**src/rtl/gate_seq_pkg.sv**
```systemverilog
package gate_seq_pkg;
  typedef enum logic [1:0] {
    ST_IDLE  = 2'd0,
    ST_OPEN  = 2'd1,
    ST_DWELL = 2'd2,
    ST_CLOSE = 2'd3
  } gate_state_e;
endpackage

```
**src/rtl/gate_tick_gen.sv**
```systemverilog
module gate_tick_gen #(
  parameter int unsigned CLK_PER_TICK = 100000
) (
  input  logic clk_i,
  input  logic rst_ni,
  output logic tick_o
);
  localparam int unsigned CW = (CLK_PER_TICK > 1) ? $clog2(CLK_PER_TICK) : 1;
  localparam logic [CW-1:0] LAST = CW'(CLK_PER_TICK - 1);

  logic [CW-1:0] cnt_q;

  assign tick_o = (cnt_q == LAST);

  always_ff @(posedge clk_i or negedge rst_ni) begin
    if (!rst_ni)     cnt_q <= '0;
    else if (tick_o) cnt_q <= '0;
    else             cnt_q <= cnt_q + CW'(1);
  end
endmodule

```
**src/rtl/gate_beam_qual.sv**
```systemverilog
module gate_beam_qual #(
  parameter int unsigned NB = 2,
  parameter int unsigned TW = 16
) (
  input  logic          clk_i,
  input  logic          rst_ni,
  input  logic [NB-1:0] beams_i,
  input  logic          tick_i,
  input  logic [TW-1:0] hold_i,
  output logic          trig_o
);
  logic [NB-1:0] sync_all;

  for (genvar g = 0; g < NB; g++) begin : g_sync
    logic meta_q, sync_q;
    always_ff @(posedge clk_i or negedge rst_ni) begin
      if (!rst_ni) begin
        meta_q <= 1'b0;
        sync_q <= 1'b0;
      end else begin
        meta_q <= beams_i[g];
        sync_q <= meta_q;
      end
    end
    assign sync_all[g] = sync_q;
  end

  logic          all_hit;
  logic          met;
  logic          fired_q;
  logic [TW-1:0] hcnt_q;

  assign all_hit = &sync_all;
  assign met     = (hcnt_q >= hold_i);
  // one trigger per coincidence; beams must clear to re-arm
  assign trig_o  = all_hit && met && !fired_q;

  always_ff @(posedge clk_i or negedge rst_ni) begin
    if (!rst_ni) begin
      hcnt_q  <= '0;
      fired_q <= 1'b0;
    end else if (!all_hit) begin
      hcnt_q  <= '0;
      fired_q <= 1'b0;
    end else begin
      if (tick_i && !met) hcnt_q <= hcnt_q + TW'(1);
      if (trig_o)         fired_q <= 1'b1;
    end
  end
endmodule

```
**src/rtl/gate_phase_fsm.sv**
```systemverilog
module gate_phase_fsm
  import gate_seq_pkg::*;
#(
  parameter int unsigned TW = 16
) (
  input  logic          clk_i,
  input  logic          rst_ni,
  input  logic          tick_i,
  input  logic          trig_i,
  input  logic          en_i,
  input  logic [TW-1:0] open_n_i,
  input  logic [TW-1:0] dwell_n_i,
  input  logic [TW-1:0] close_n_i,
  output logic          mot_open_o,
  output logic          mot_close_o,
  output logic          done_o
);
  gate_state_e   state_q;
  logic [TW-1:0] tmr_q;
  logic [TW-1:0] len;
  logic [TW:0]   nxt;
  logic          last;
  logic          done_q;

  always_comb begin
    case (state_q)
      ST_OPEN:  len = open_n_i;
      ST_DWELL: len = dwell_n_i;
      ST_CLOSE: len = close_n_i;
      default:  len = '0;
    endcase
  end

  // count of zero behaves as one tick
  assign nxt  = {1'b0, tmr_q} + (TW+1)'(1);
  assign last = tick_i && (nxt >= {1'b0, len});

  always_ff @(posedge clk_i or negedge rst_ni) begin
    if (!rst_ni) begin
      state_q <= ST_IDLE;
      tmr_q   <= '0;
      done_q  <= 1'b0;
    end else begin
      done_q <= 1'b0;
      case (state_q)
        ST_IDLE: begin
          tmr_q <= '0;
          if (trig_i && en_i) state_q <= ST_OPEN;
        end
        ST_OPEN, ST_DWELL, ST_CLOSE: begin
          if (last) begin
            tmr_q <= '0;
            case (state_q)
              ST_OPEN:  state_q <= ST_DWELL;
              ST_DWELL: state_q <= ST_CLOSE;
              default: begin
                state_q <= ST_IDLE;
                done_q  <= 1'b1;
              end
            endcase
          end else if (tick_i) begin
            tmr_q <= nxt[TW-1:0];
          end
        end
        default: state_q <= ST_IDLE;
      endcase
    end
  end

  assign mot_open_o  = (state_q == ST_OPEN);
  assign mot_close_o = (state_q == ST_CLOSE);
  assign done_o      = done_q;
endmodule

```
**src/rtl/gate_seq.sv**
```systemverilog
module gate_seq #(
  parameter int unsigned CLK_PER_TICK = 100000,
  parameter int unsigned TW           = 16
) (
  input  logic          clk_i,
  input  logic          rst_ni,
  input  logic          en_i,
  input  logic          beam_a_i,
  input  logic          beam_b_i,
  input  logic [TW-1:0] hold_ticks_i,
  input  logic [TW-1:0] open_ticks_i,
  input  logic [TW-1:0] dwell_ticks_i,
  input  logic [TW-1:0] close_ticks_i,
  output logic          mot_open_o,
  output logic          mot_close_o,
  output logic          done_o
);
  logic tick;
  logic trig;

  gate_tick_gen #(.CLK_PER_TICK(CLK_PER_TICK)) u_tick (
    .clk_i  (clk_i),
    .rst_ni (rst_ni),
    .tick_o (tick)
  );

  gate_beam_qual #(.NB(2), .TW(TW)) u_qual (
    .clk_i   (clk_i),
    .rst_ni  (rst_ni),
    .beams_i ({beam_b_i, beam_a_i}),
    .tick_i  (tick),
    .hold_i  (hold_ticks_i),
    .trig_o  (trig)
  );

  gate_phase_fsm #(.TW(TW)) u_fsm (
    .clk_i       (clk_i),
    .rst_ni      (rst_ni),
    .tick_i      (tick),
    .trig_i      (trig),
    .en_i        (en_i),
    .open_n_i    (open_ticks_i),
    .dwell_n_i   (dwell_ticks_i),
    .close_n_i   (close_ticks_i),
    .mot_open_o  (mot_open_o),
    .mot_close_o (mot_close_o),
    .done_o      (done_o)
  );
endmodule

```
**config.mk**
```make
export PLATFORM = sky130hd
export DESIGN_NAME = gate_seq
export DESIGN_NICKNAME = d
export VERILOG_FILES = /design/src/rtl/gate_seq_pkg.sv /design/src/rtl/gate_tick_gen.sv /design/src/rtl/gate_beam_qual.sv /design/src/rtl/gate_phase_fsm.sv /design/src/rtl/gate_seq.sv
export SDC_FILE = /design/constraint.sdc
export NUM_CORES = 1
export LEC_CHECK = 0
export BUFFER_PORTS_ARGS = -buffer_cell sky130_fd_sc_hd__buf_2
export CORE_MARGIN = 5
export CORE_UTILIZATION = 56
export CTS_BUF_LIST = sky130_fd_sc_hd__clkbuf_16
export CTS_CLUSTER_SIZE = 25
export DETAILED_ROUTE_END_ITERATION = 16
export GPL_ROUTABILITY_DRIVEN = 1
export PLACE_DENSITY_LB_ADDON = 0.2
export SYNTH_ARGS = -nofsm -noshare
export SYNTH_HDL_FRONTEND = slang
export SYNTH_SLANG_ARGS = --single-unit
```
**constraint.sdc**
```tcl
create_clock -name clk_i -period 4.2 [get_ports clk_i]
set_clock_uncertainty 0.1 [all_clocks]
set_input_delay 0.63 -clock clk_i [delete_from_list [all_inputs] [get_ports clk_i]]
set_output_delay 0.63 -clock clk_i [all_outputs]
set_load 0.01 [all_outputs]
```
After elaboration in Yosys (flattened, before gate mapping)
Cells that the tools add are included.
{"block": "word_totals", "regBits": 57, "latchBits": 0, "mem_bits_rw": 0, "rom_bits": 0, "inputBits": 69, "output_inout_bits": 3, "word_cells": 52, "mem_count": 0}
{"block": "classes", "add_sub_neg": 3, "mul": 0, "div": 0, "magnitude_cmp": 2, "n_eq_ne": 9, "n_shift": 0, "n_mux": 16, "bitwise": 0, "reduce_logical": 12}
{"cell": "16-bit two-way mux", "count": 4}
{"cell": "16-bit case mux with 3 select lines", "count": 1}
{"cell": "16-bit case mux with 2 select lines", "count": 1}
{"cell": "16-bit by 1-bit adder with 17-bit output (second input constant)", "count": 1}
{"cell": "17-bit by 1-bit adder with 17-bit output (second input constant)", "count": 1}
{"cell": "17-bit == test (second input constant)", "count": 1}
{"cell": "17-bit by 16-bit greater-or-equal comparator with 1-bit output", "count": 1}
{"cell": "17-bit two-way mux", "count": 1}
{"cell": "16-bit by 1-bit adder with 16-bit output (second input constant)", "count": 1}
{"cell": "16-bit greater-or-equal comparator", "count": 1}
{"cell": "2-bit case mux with 2 select lines", "count": 2}
{"cell": "2-bit by 1-bit inequality test with 1-bit output (second input constant)", "count": 3}
{"cell": "1-bit logical AND", "count": 5}
{"cell": "1-bit two-way mux", "count": 5}
{"cell": "2-bit == test (second input constant)", "count": 2}
{"cell": "2-bit two-way mux", "count": 2}
{"cell": "2-bit AND reduction", "count": 2}
{"cell": "3-bit by 1-bit inequality test with 1-bit output (second input constant)", "count": 1}
{"cell": "3-bit OR reduction", "count": 1}
{"cell": "2-bit by 1-bit == test with 1-bit output (second input constant)", "count": 1}
{"cell": "1-bit zero test", "count": 2}
{"cell": "2-bit zero test", "count": 1}
{"cell": "2-bit inequality test (second input constant)", "count": 1}
{"cell": "2-bit OR reduction", "count": 1}

Depth between registers and ports, before layout
Gate-level depths: netlist (run 1).
{"block": "depth", "depth_word": 6, "mapped_depth": 14, "mapped_depth_nobuf": 12}

Modules after synthesis
From an unflattened synthesis (run 1), not the netlist that was laid out.
{"block": "unflattened", "hier_cells": 466, "hier_area_um2": 4162.7}
{"mod": "gate_phase_fsm", "n_inst": 1, "cells_per_inst": 231, "area_each_um2": 1949.4, "seq_area_each_um2": 475.5}
{"mod": "gate_beam_qual", "n_inst": 1, "cells_per_inst": 161, "area_each_um2": 1420.1, "seq_area_each_um2": 525.5}
{"mod": "gate_tick_gen", "n_inst": 1, "cells_per_inst": 74, "area_each_um2": 793.3, "seq_area_each_um2": 425.4}

Least setup slack after synthesis (run 1)
No wires, ideal clock.
{"block": "synth_timing", "path_type": "register -> register", "start": "register u_fsm.state_q[1]", "end": "register u_fsm.state_q[1]", "setup_time_ps": 125, "arrival_ps": 3091, "t_required_ps": 3975, "path_slack_ps": 884, "path_stages_with_launch": 14, "path_buffers": 2, "period_less_slack_ps": 3316, "cell_sequence": "dfrtp_1 -> inv_1 -> ha_1 -> clkbuf_1 -> clkbuf_1 -> a222oi_1 -> or2_2 -> ha_1 -> a21oi_1 -> nor2b_1 -> a311oi_1 -> nand2_1 -> o311a_1 -> mux2_2"}
{"block": "synth_via", "elab_chain_cells": 6, "elab_cells_between_ends": 14, "cone_classes": "order compare (1); eq/ne (5); mux (4); reduce/logical (4)"}
{"element": "start, declared", "line_no": "gate_phase_fsm.sv:18", "text": "gate_state_e state_q;"}
{"element": "start signal, assigned", "line_no": "gate_phase_fsm.sv:40", "text": "state_q <= ST_IDLE;"}
{"element": "start signal, assigned", "line_no": "gate_phase_fsm.sv:48", "text": "if (trig_i && en_i) state_q <= ST_OPEN;"}
{"element": "start signal, assigned", "line_no": "gate_phase_fsm.sv:54", "text": "ST_OPEN: state_q <= ST_DWELL;"}
{"element": "2-bit by 1-bit == test with 1-bit output (*)"}
{"element": "net mot_open_o", "line_no": "gate_seq.sv:14", "text": "output logic mot_open_o,"}
{"element": "16-bit case mux with 3 select lines", "line_no": "gate_phase_fsm.sv:26", "text": "case (state_q)"}
{"element": "17-bit by 16-bit greater-or-equal comparator with 1-bit output", "line_no": "gate_phase_fsm.sv:36", "text": "assign last = tick_i && (nxt >= {1'b0, len});"}
{"element": "1-bit logical AND", "line_no": "gate_phase_fsm.sv:36"}
{"element": "2-bit by 1-bit inequality test with 1-bit output (no source line)"}
{"element": "2-bit AND reduction (no source line)"}
The timed path passes the listed nets; every way through them passes the cells marked *. The select of a mux whose other input is x is not followed.
A chain may end at the register's enable or synchronous reset.

Worst setup path in the final report (run 1)
{"block": "layout_timing", "start": "register u_fsm.state_q[1]", "end": "register u_fsm.tmr_q[0]"}
{"block": "layout_via", "elab_chain_cells": 6, "elab_cells_between_ends": 11, "cone_classes": "order compare (1); eq/ne (4); mux (3); reduce/logical (3)"}
{"element": "2-bit == test / 2-bit by 1-bit == test with 1-bit output (equally long branches)", "line_no": "gate_phase_fsm.sv:26, gate_phase_fsm.sv:45"}
{"element": "16-bit case mux with 3 select lines", "line_no": "gate_phase_fsm.sv:26"}
{"element": "17-bit by 16-bit greater-or-equal comparator with 1-bit output", "line_no": "gate_phase_fsm.sv:36"}
{"element": "1-bit logical AND", "line_no": "gate_phase_fsm.sv:36"}
{"element": "16-bit two-way mux", "line_no": "gate_phase_fsm.sv:51", "text": "if (last) begin"}
{"element": "16-bit case mux with 2 select lines", "line_no": "gate_phase_fsm.sv:45", "text": "case (state_q)"}
{"element": "end signal, assigned", "line_no": "gate_phase_fsm.sv:62", "text": "tmr_q <= nxt[TW-1:0];"}
{"element": "end, declared", "line_no": "gate_phase_fsm.sv:19", "text": "logic [TW-1:0] tmr_q;"}
Parallel ways exist; a longest one is shown, timed or not.

==> results.md, run 1 <==
* Final Slew Violations at 0
* Initial Util at 0.5748
* Core ar. at 6794 sq um
* Average wire per standard cell at 15.36 um
* CP Buf/Inv Count at 1
* 1st-iter DRT viols at 246
* Endpoint class of the critical path: register
* Die area at 8743 sq um
* Final setup fails at 0
* Commonest non-fill, non-tap cell in the layout: buf_2
* DR vias at 3,506
* Largest net degree at the start of global routing at 38
* Critical Path AT at 3.85 ns
* Routed wire length at 9231 um
* Yosys warns at 0
* CP most frequent cell: ha_1
* Crit Path Class: register to register
* Non-Filler Instances at 601
* CTS tree: yes
* XOR/XNOR Fraction of Synth Area at 0.06504
* Total leakage power at 2.256 nW
* Result of the run: complete, no violations
* Worst path top cell family by delay: compound AO/OA/AOI/OAI gates
* Antenna-violating nets left at 0
* Crit-path cells: inv_1, ha_1, a222oi_1, or2_2, ha_1, a21oi_1, nand2_1, a221oi_1, o21ai_0, o31a_1, o31ai_1
* Clk_lat worst skew at 0.33 ns
* Unique masters post-synth at 44
* Hold WC Path Type: register to register
* Synth Area in Compound Gates at 0.1660
* Setup TNS at 0 ns
* Pwr dens at 289.5 nW/um^2
* Share of cells above drive strength 1 at 0.2178
* Synth Area in Simple Gates at 0.2204
* Global-route congestion overflow total at 0
* Vias in the first global route at 3,448
* Worst endpoint required time at 4.33 ns
* 1st-pass router iterations at 6
* Post-Place Cells at 585
* Die width at 93.51 um
* Startpoint Class: register
* Largest family of logic cells by synthesized area: simple AND/OR/NAND/NOR gates
* Most frequent cells in the layout: buf_2 (71), dfrtp_1 (57), ha_1 (40)
* Die H at 93.51 um
* Syn avg cell area at 8.998 sq um
* Clock Pin Slew Worst Setup and Hold Paths at 0.05 ns
* Synthesized cell area at 3905 sq um
* Number of H-tree levels at 3
* Port Buffers at 71
* Max Cap Viol at 0
* DRC Markers at 0
* Final Hold Viols at 0
* Syn nets at 543
* Worst Path Max Fanout at 17
* CTS Sinks at 57
* Via/cell ratio at 5.834
* RSZ-0062 raised after global routing: false
* Final Cycle Share at 0.8857
* Relative slew slack at 0.2878
* Clk Tree Root Cell: clkbuf_16
* Site row count at 30
* Io pins at 72
* # nets final at 609
* CP max stage delay at 0.56 ns
* Slew @ Worst Pin at 1.068 ns
* Mux share of post-synthesis cell area at 0.008010
* Gr usage total at 0.2201
* CTS buffer count at 9
* Post-synth ARST share at 1.000
* Hold WS at 0.2483 ns
* N_diodes at 0
* Post-CTS Setup Inserts at 0
* Gpl congestion at 0.8795
* Achievable Freq at 268.8 MHz
* Register area share after synthesis at 0.3653
* Post-synthesis sequential element count at 57
* Crit path time final at 3.720 ns
* Initial antenna violation count at 0
* Primary FF master, synth: dfrtp_1
* Crit-path slowest cell: ha_1
* Clock Tree Buf Depth at 2
* EDFF count, synth at 0
* Post-cts resize count at 0
* First-pass GRT wire length at 15,570 um
* Layout area overhead at 18.17%
* DP Wirelength at 6682 um
* Area share of fa/ha/maj cells after synthesis at 0.1282
* Maximum vdd drop at 0.2068 mV
* Hold buffer count at cts at 0
* Gate Count Post-Synth at 434
==> cell usage after synthesis (all sizes together), types with 2 or more instances <==
| master | instances | area share |
|---|---|---|
| a21oi | 26 | 0.033 |
| o31a | 2 | 0.0045 |
| a31oi | 2 | 0.0032 |
| inv | 30 | 0.029 |
| o31ai | 2 | 0.0038 |
| buf | 3 | 0.0038 |
| or3 | 13 | 0.021 |
| dfrtp | 57 | 0.37 |
| nor3 | 2 | 0.0026 |
| nor2 | 28 | 0.027 |
| nand3b | 7 | 0.013 |
| clkbuf | 15 | 0.014 |
| nand2 | 38 | 0.037 |
| nand3 | 19 | 0.026 |
| and3 | 7 | 0.011 |
| xor2 | 6 | 0.013 |
| nor4 | 4 | 0.0064 |
| a222oi | 16 | 0.041 |
| xnor2 | 23 | 0.052 |
| and4 | 4 | 0.0090 |
| or2 | 17 | 0.027 |
| o32ai | 9 | 0.020 |
| and2 | 3 | 0.0048 |
| mux2i | 2 | 0.0051 |
| o21ai | 28 | 0.036 |
| nand4 | 14 | 0.024 |
| a211oi | 4 | 0.0090 |
| ha | 40 | 0.13 |
==> worst paths after layout <==
kind                                         startpoint                      end  slack, ns  depth (start not counted)
worst max-delay path                   u_fsm.state_q[1]           u_fsm.tmr_q[0]       0.48                         11
worst min-delay path            u_qual.g_sync[0].meta_q  u_qual.g_sync[0].sync_q       0.25                          0
worst max register to register         u_fsm.state_q[1]           u_fsm.tmr_q[0]       0.48                         11
worst min register to register  u_qual.g_sync[0].meta_q  u_qual.g_sync[0].sync_q       0.25                          0
max in group asynchronous                        rst_ni         u_tick.cnt_q[15]       2.89                          2
min in group asynchronous                        rst_ni        u_qual.hcnt_q[13]       0.27                          1
==> registers in the layout, indices dropped and copies added (netlist names) <==
register              flops
u_qual.hcnt_q            16
u_fsm.state_q             2
u_qual.g_sync.sync_q      2
u_qual.g_sync.meta_q      2
u_tick.cnt_q             17
u_fsm.tmr_q              16
u_fsm.done_o              1
u_qual.fired_q            1
==> worst reg2reg max path: cells and delay by family (launching register included) <==
family          cells  cell delay, ns
simple gates        2            0.41
compound gates      6            1.73
flops               1            0.41
buf+inv             1            0.11
fa+ha+maj           2            0.88
==> final cells by class <==
class                      count  area (sq um)
clock buffer                   9         225.2
clock inverter                 7         62.56
fill                         560          2180
inverter                      30         112.6
multi-input combinational    329          2297
sequential                    57          1426
tap                           96         120.1
timing repair buffer          73         370.4
==> kinds of logic (layout without fill, tap and decap cells) <==
logic type	count (synthesis)	count (layout)
simple gates	161	161
compound gates	96	96
flops	57	57
buf+inv	48	119
fa+ha+maj	40	40
xor+xnor	29	29
mux	3	3
==> layer usage <==
layer,GRT usage,share of wire,up-vias
met1,0.2677,0.42,1672
met5,0,0,-
met4,0.08059,0.017,0
li1,-,-,1728
met3,0.03298,0.043,18
met2,0.3919,0.52,88
==> per-stage QoR <==
stage,setup slack [ns],total power [W],utilization,instance area [sq um]
finish,0.4801,0.001336,0.6792,4614
global route,0.1848,0.001382,0.6792,4614
CTS,0.5724,0.001343,0.6792,4614
detailed placement,0.6289,0.0006410,0.6368,4327
global placement,0.7356,0.0006387,0.6368,4327
floorplan,0.8839,0.0005924,-,3905
==> power breakdown <==
group | leakage, nW | switching (W) | internal [W] | total (W)
registers | 0.684 | 0.000000432 | 0.000552 | 0.000552
clock network | 0.140 | 0.000253 | 0.000452 | 0.000704
logic | 1.43 | 0.0000388 | 0.0000406 | 0.0000794
total | 2.26 | 0.000292 | 0.00104 | 0.00134
Note: power is estimated with default switching activity, not from simulation.
==> run 2, diff against run 1 <==
- CELL_PAD_IN_SITES_DETAIL_PLACEMENT: not set -> 1
- CELL_PAD_IN_SITES_GLOBAL_PLACEMENT: not set -> 1
- CORE_UTILIZATION: 56 -> 43
- RECOVER_POWER: not set -> 25
==> run 2 against run 1 <==
Fmax increased by 0.93%. Cell count increased by 2.3%. Register-to-register slack improved by 0.03 ns. Sequential cell count unchanged. Critical path depth increased by 1. Core utilization decreased by 15 points. Total power increased by 7.7%. Wire length increased by 20%. Largest cell class unchanged.
==> results.md, run 2 (synthesis gave the netlist of run 1 again) <==
* Result of the run: complete, no violations
* Max reg flops at 17
* Hold buffer count at cts at 0
* CTS tree: yes
* Die H at 105.3 um
* Final Cycle Share at 0.8775
* Startpoint Class: register
* DRC Markers at 0
* DP Wirelength at 8338 um
* Max Cap Viol at 0
* Total leakage power at 2.275 nW
* Clk Tree Root Cell: clkbuf_16
* Achievable Freq at 271.3 MHz
* Site row count at 34
* CTS buffer count at 9
* Endpoint class of the critical path: register
* Gpl congestion at 0.8133
* Top routing layer in use: met4
* Commonest non-fill, non-tap cell in the layout: buf_2
* Reg2reg end: u_fsm.tmr_q[1]
* RSZ-0062 raised after global routing: false
* Final setup fails at 0
* Crit Path Class: register to register
* Slew @ Worst Pin at 1.428 ns
* # nets final at 611
* Via/cell ratio at 5.875
* CTS Sinks at 57
* Average wire per standard cell at 18.03 um
* Antenna-violating nets left at 0
* 1st-iter DRT viols at 232
* Largest reg by FF count: u_tick.cnt_q
* Clock Tree Buf Depth at 2
* # fillers at 1,058
* Critical Path Start: u_fsm.tmr_q[0]
* Worst endpoint required time at 4.33 ns
* Post-cts resize count at 0
* Worst Path Max Fanout at 16
* Clock Pin Slew Worst Setup and Hold Paths at 0.06 ns
* Hold WC Path Type: register to register
* R2R depth at 12
* Gr usage total at 0.2067
* Relative slew slack at 0.04823
* Final Hold Viols at 0
* Io pins at 72
* Layout area overhead at 19.90%
* Largest net degree at the start of global routing at 33
* Setup TNS at 0 ns
* Metal1 wirelength at 4515 um
* Clk_lat worst skew at 0.33 ns
* Hold Path Cell Cnt at 0
* Die width at 105.3 um
* Final worst setup slack at 0.5144 ns
* Port Buffers at 71
* Worst slack, placed at 0.5659 ns
* Regs by FF count: u_tick.cnt_q: 17 flops, u_fsm.tmr_q: 16 flops, u_qual.hcnt_q: 16 flops
* Post-CTS Setup Inserts at 0
* Setup crit end: u_fsm.tmr_q[1]
* 1st-pass router iterations at 5
* First-pass GRT wire length at 18,670 um
* Maximum vdd drop at 0.2185 mV
* Met2 WL at 6003 um
* Share of cells above drive strength 1 at 0.2229
* Initial antenna violation count at 0
* Pwr dens at 307.2 nW/um^2
* Flop-to-flop setup slack at 0.51 ns
* Core ar. at 8806 sq um
* Critical Path AT at 3.82 ns
* Final Slew Violations at 0
* Die area at 11,090 sq um
* Number of H-tree levels at 3
* R2R Path Start: u_fsm.tmr_q[0]
* N_diodes at 0
* Met3 wire len at 363 um
* Global-route congestion overflow total at 0
* Crit path time final at 3.686 ns
* Routed wire length at 11,090 um
* Initial Util at 0.4434
* Vias in the first global route at 3,827
* DR vias at 3,613
* Most frequent cells in the layout: buf_2 (70), dfrtp_1 (57), ha_1 (40)
[run 2: metal layers]
metal  GRT usage  vias to the layer above
met5           0                        -
met4     0.07498                        0
met3     0.04156                       20
met2      0.3739                       48
met1      0.2414                     1817
li1            -                     1728
[run 2: stage by stage]
stage	utilization	power [W]	area, sq um	std cells	hold slack, ns
after floorplan	-	0.0005924	3905	434	0.2312
after detailed placement	0.4947	0.0006451	4357	599	0.2403
final	0.5317	0.001438	4682	615	0.2492
after global placement	0.4947	0.0006410	4357	599	0.2333
after CTS	0.5318	0.001453	4683	615	0.2185
after global routing	0.5317	0.001494	4682	615	0.2671
[run 2: cell type report]
type	count	area, sq um	share of cell area
tap	108	135.1	0.02886
clock buffer	9	225.2	0.04810
inverter	30	112.6	0.02405
multi-input combinational	329	2297	0.4906
timing repair buffer	75	384.1	0.08204
clock inverter	7	101.3	0.02165
sequential	57	1426	0.3047
[run 2: power by group]
part / switching (W) / internal, W / total [W]
registers: 0.000000455 / 0.000551 / 0.000552
logic: 0.0000405 / 0.0000415 / 0.0000820
clock network: 0.000281 / 0.000524 / 0.000805
total: 0.000322 / 0.00112 / 0.00144
[run 2: worst min path at each step]
stage,from,end
global placement,u_qual.g_sync[0].meta_q,u_qual.g_sync[0].sync_q
detailed placement,u_qual.g_sync[0].meta_q,u_qual.g_sync[0].sync_q
CTS,rst_ni,u_tick.cnt_q[11]
floorplan,rst_ni,u_fsm.done_o
global route,u_qual.g_sync[1].meta_q,u_qual.g_sync[1].sync_q
finish,u_qual.g_sync[0].meta_q,u_qual.g_sync[0].sync_q
[run 2: critical path, stage by stage (launching register included)]
cell and delay (ns):
dfrtp_1 0.44, ha_1 0.24, nand4_1 0.16, or2_2 0.35, nor4_1 0.32, xnor2_1 0.19, ha_1 0.29, nand4_1 0.14
nor2_1 0.08, a221oi_1 0.26, o21ai_0 0.20, o31a_1 0.50, o21ai_0 0.30
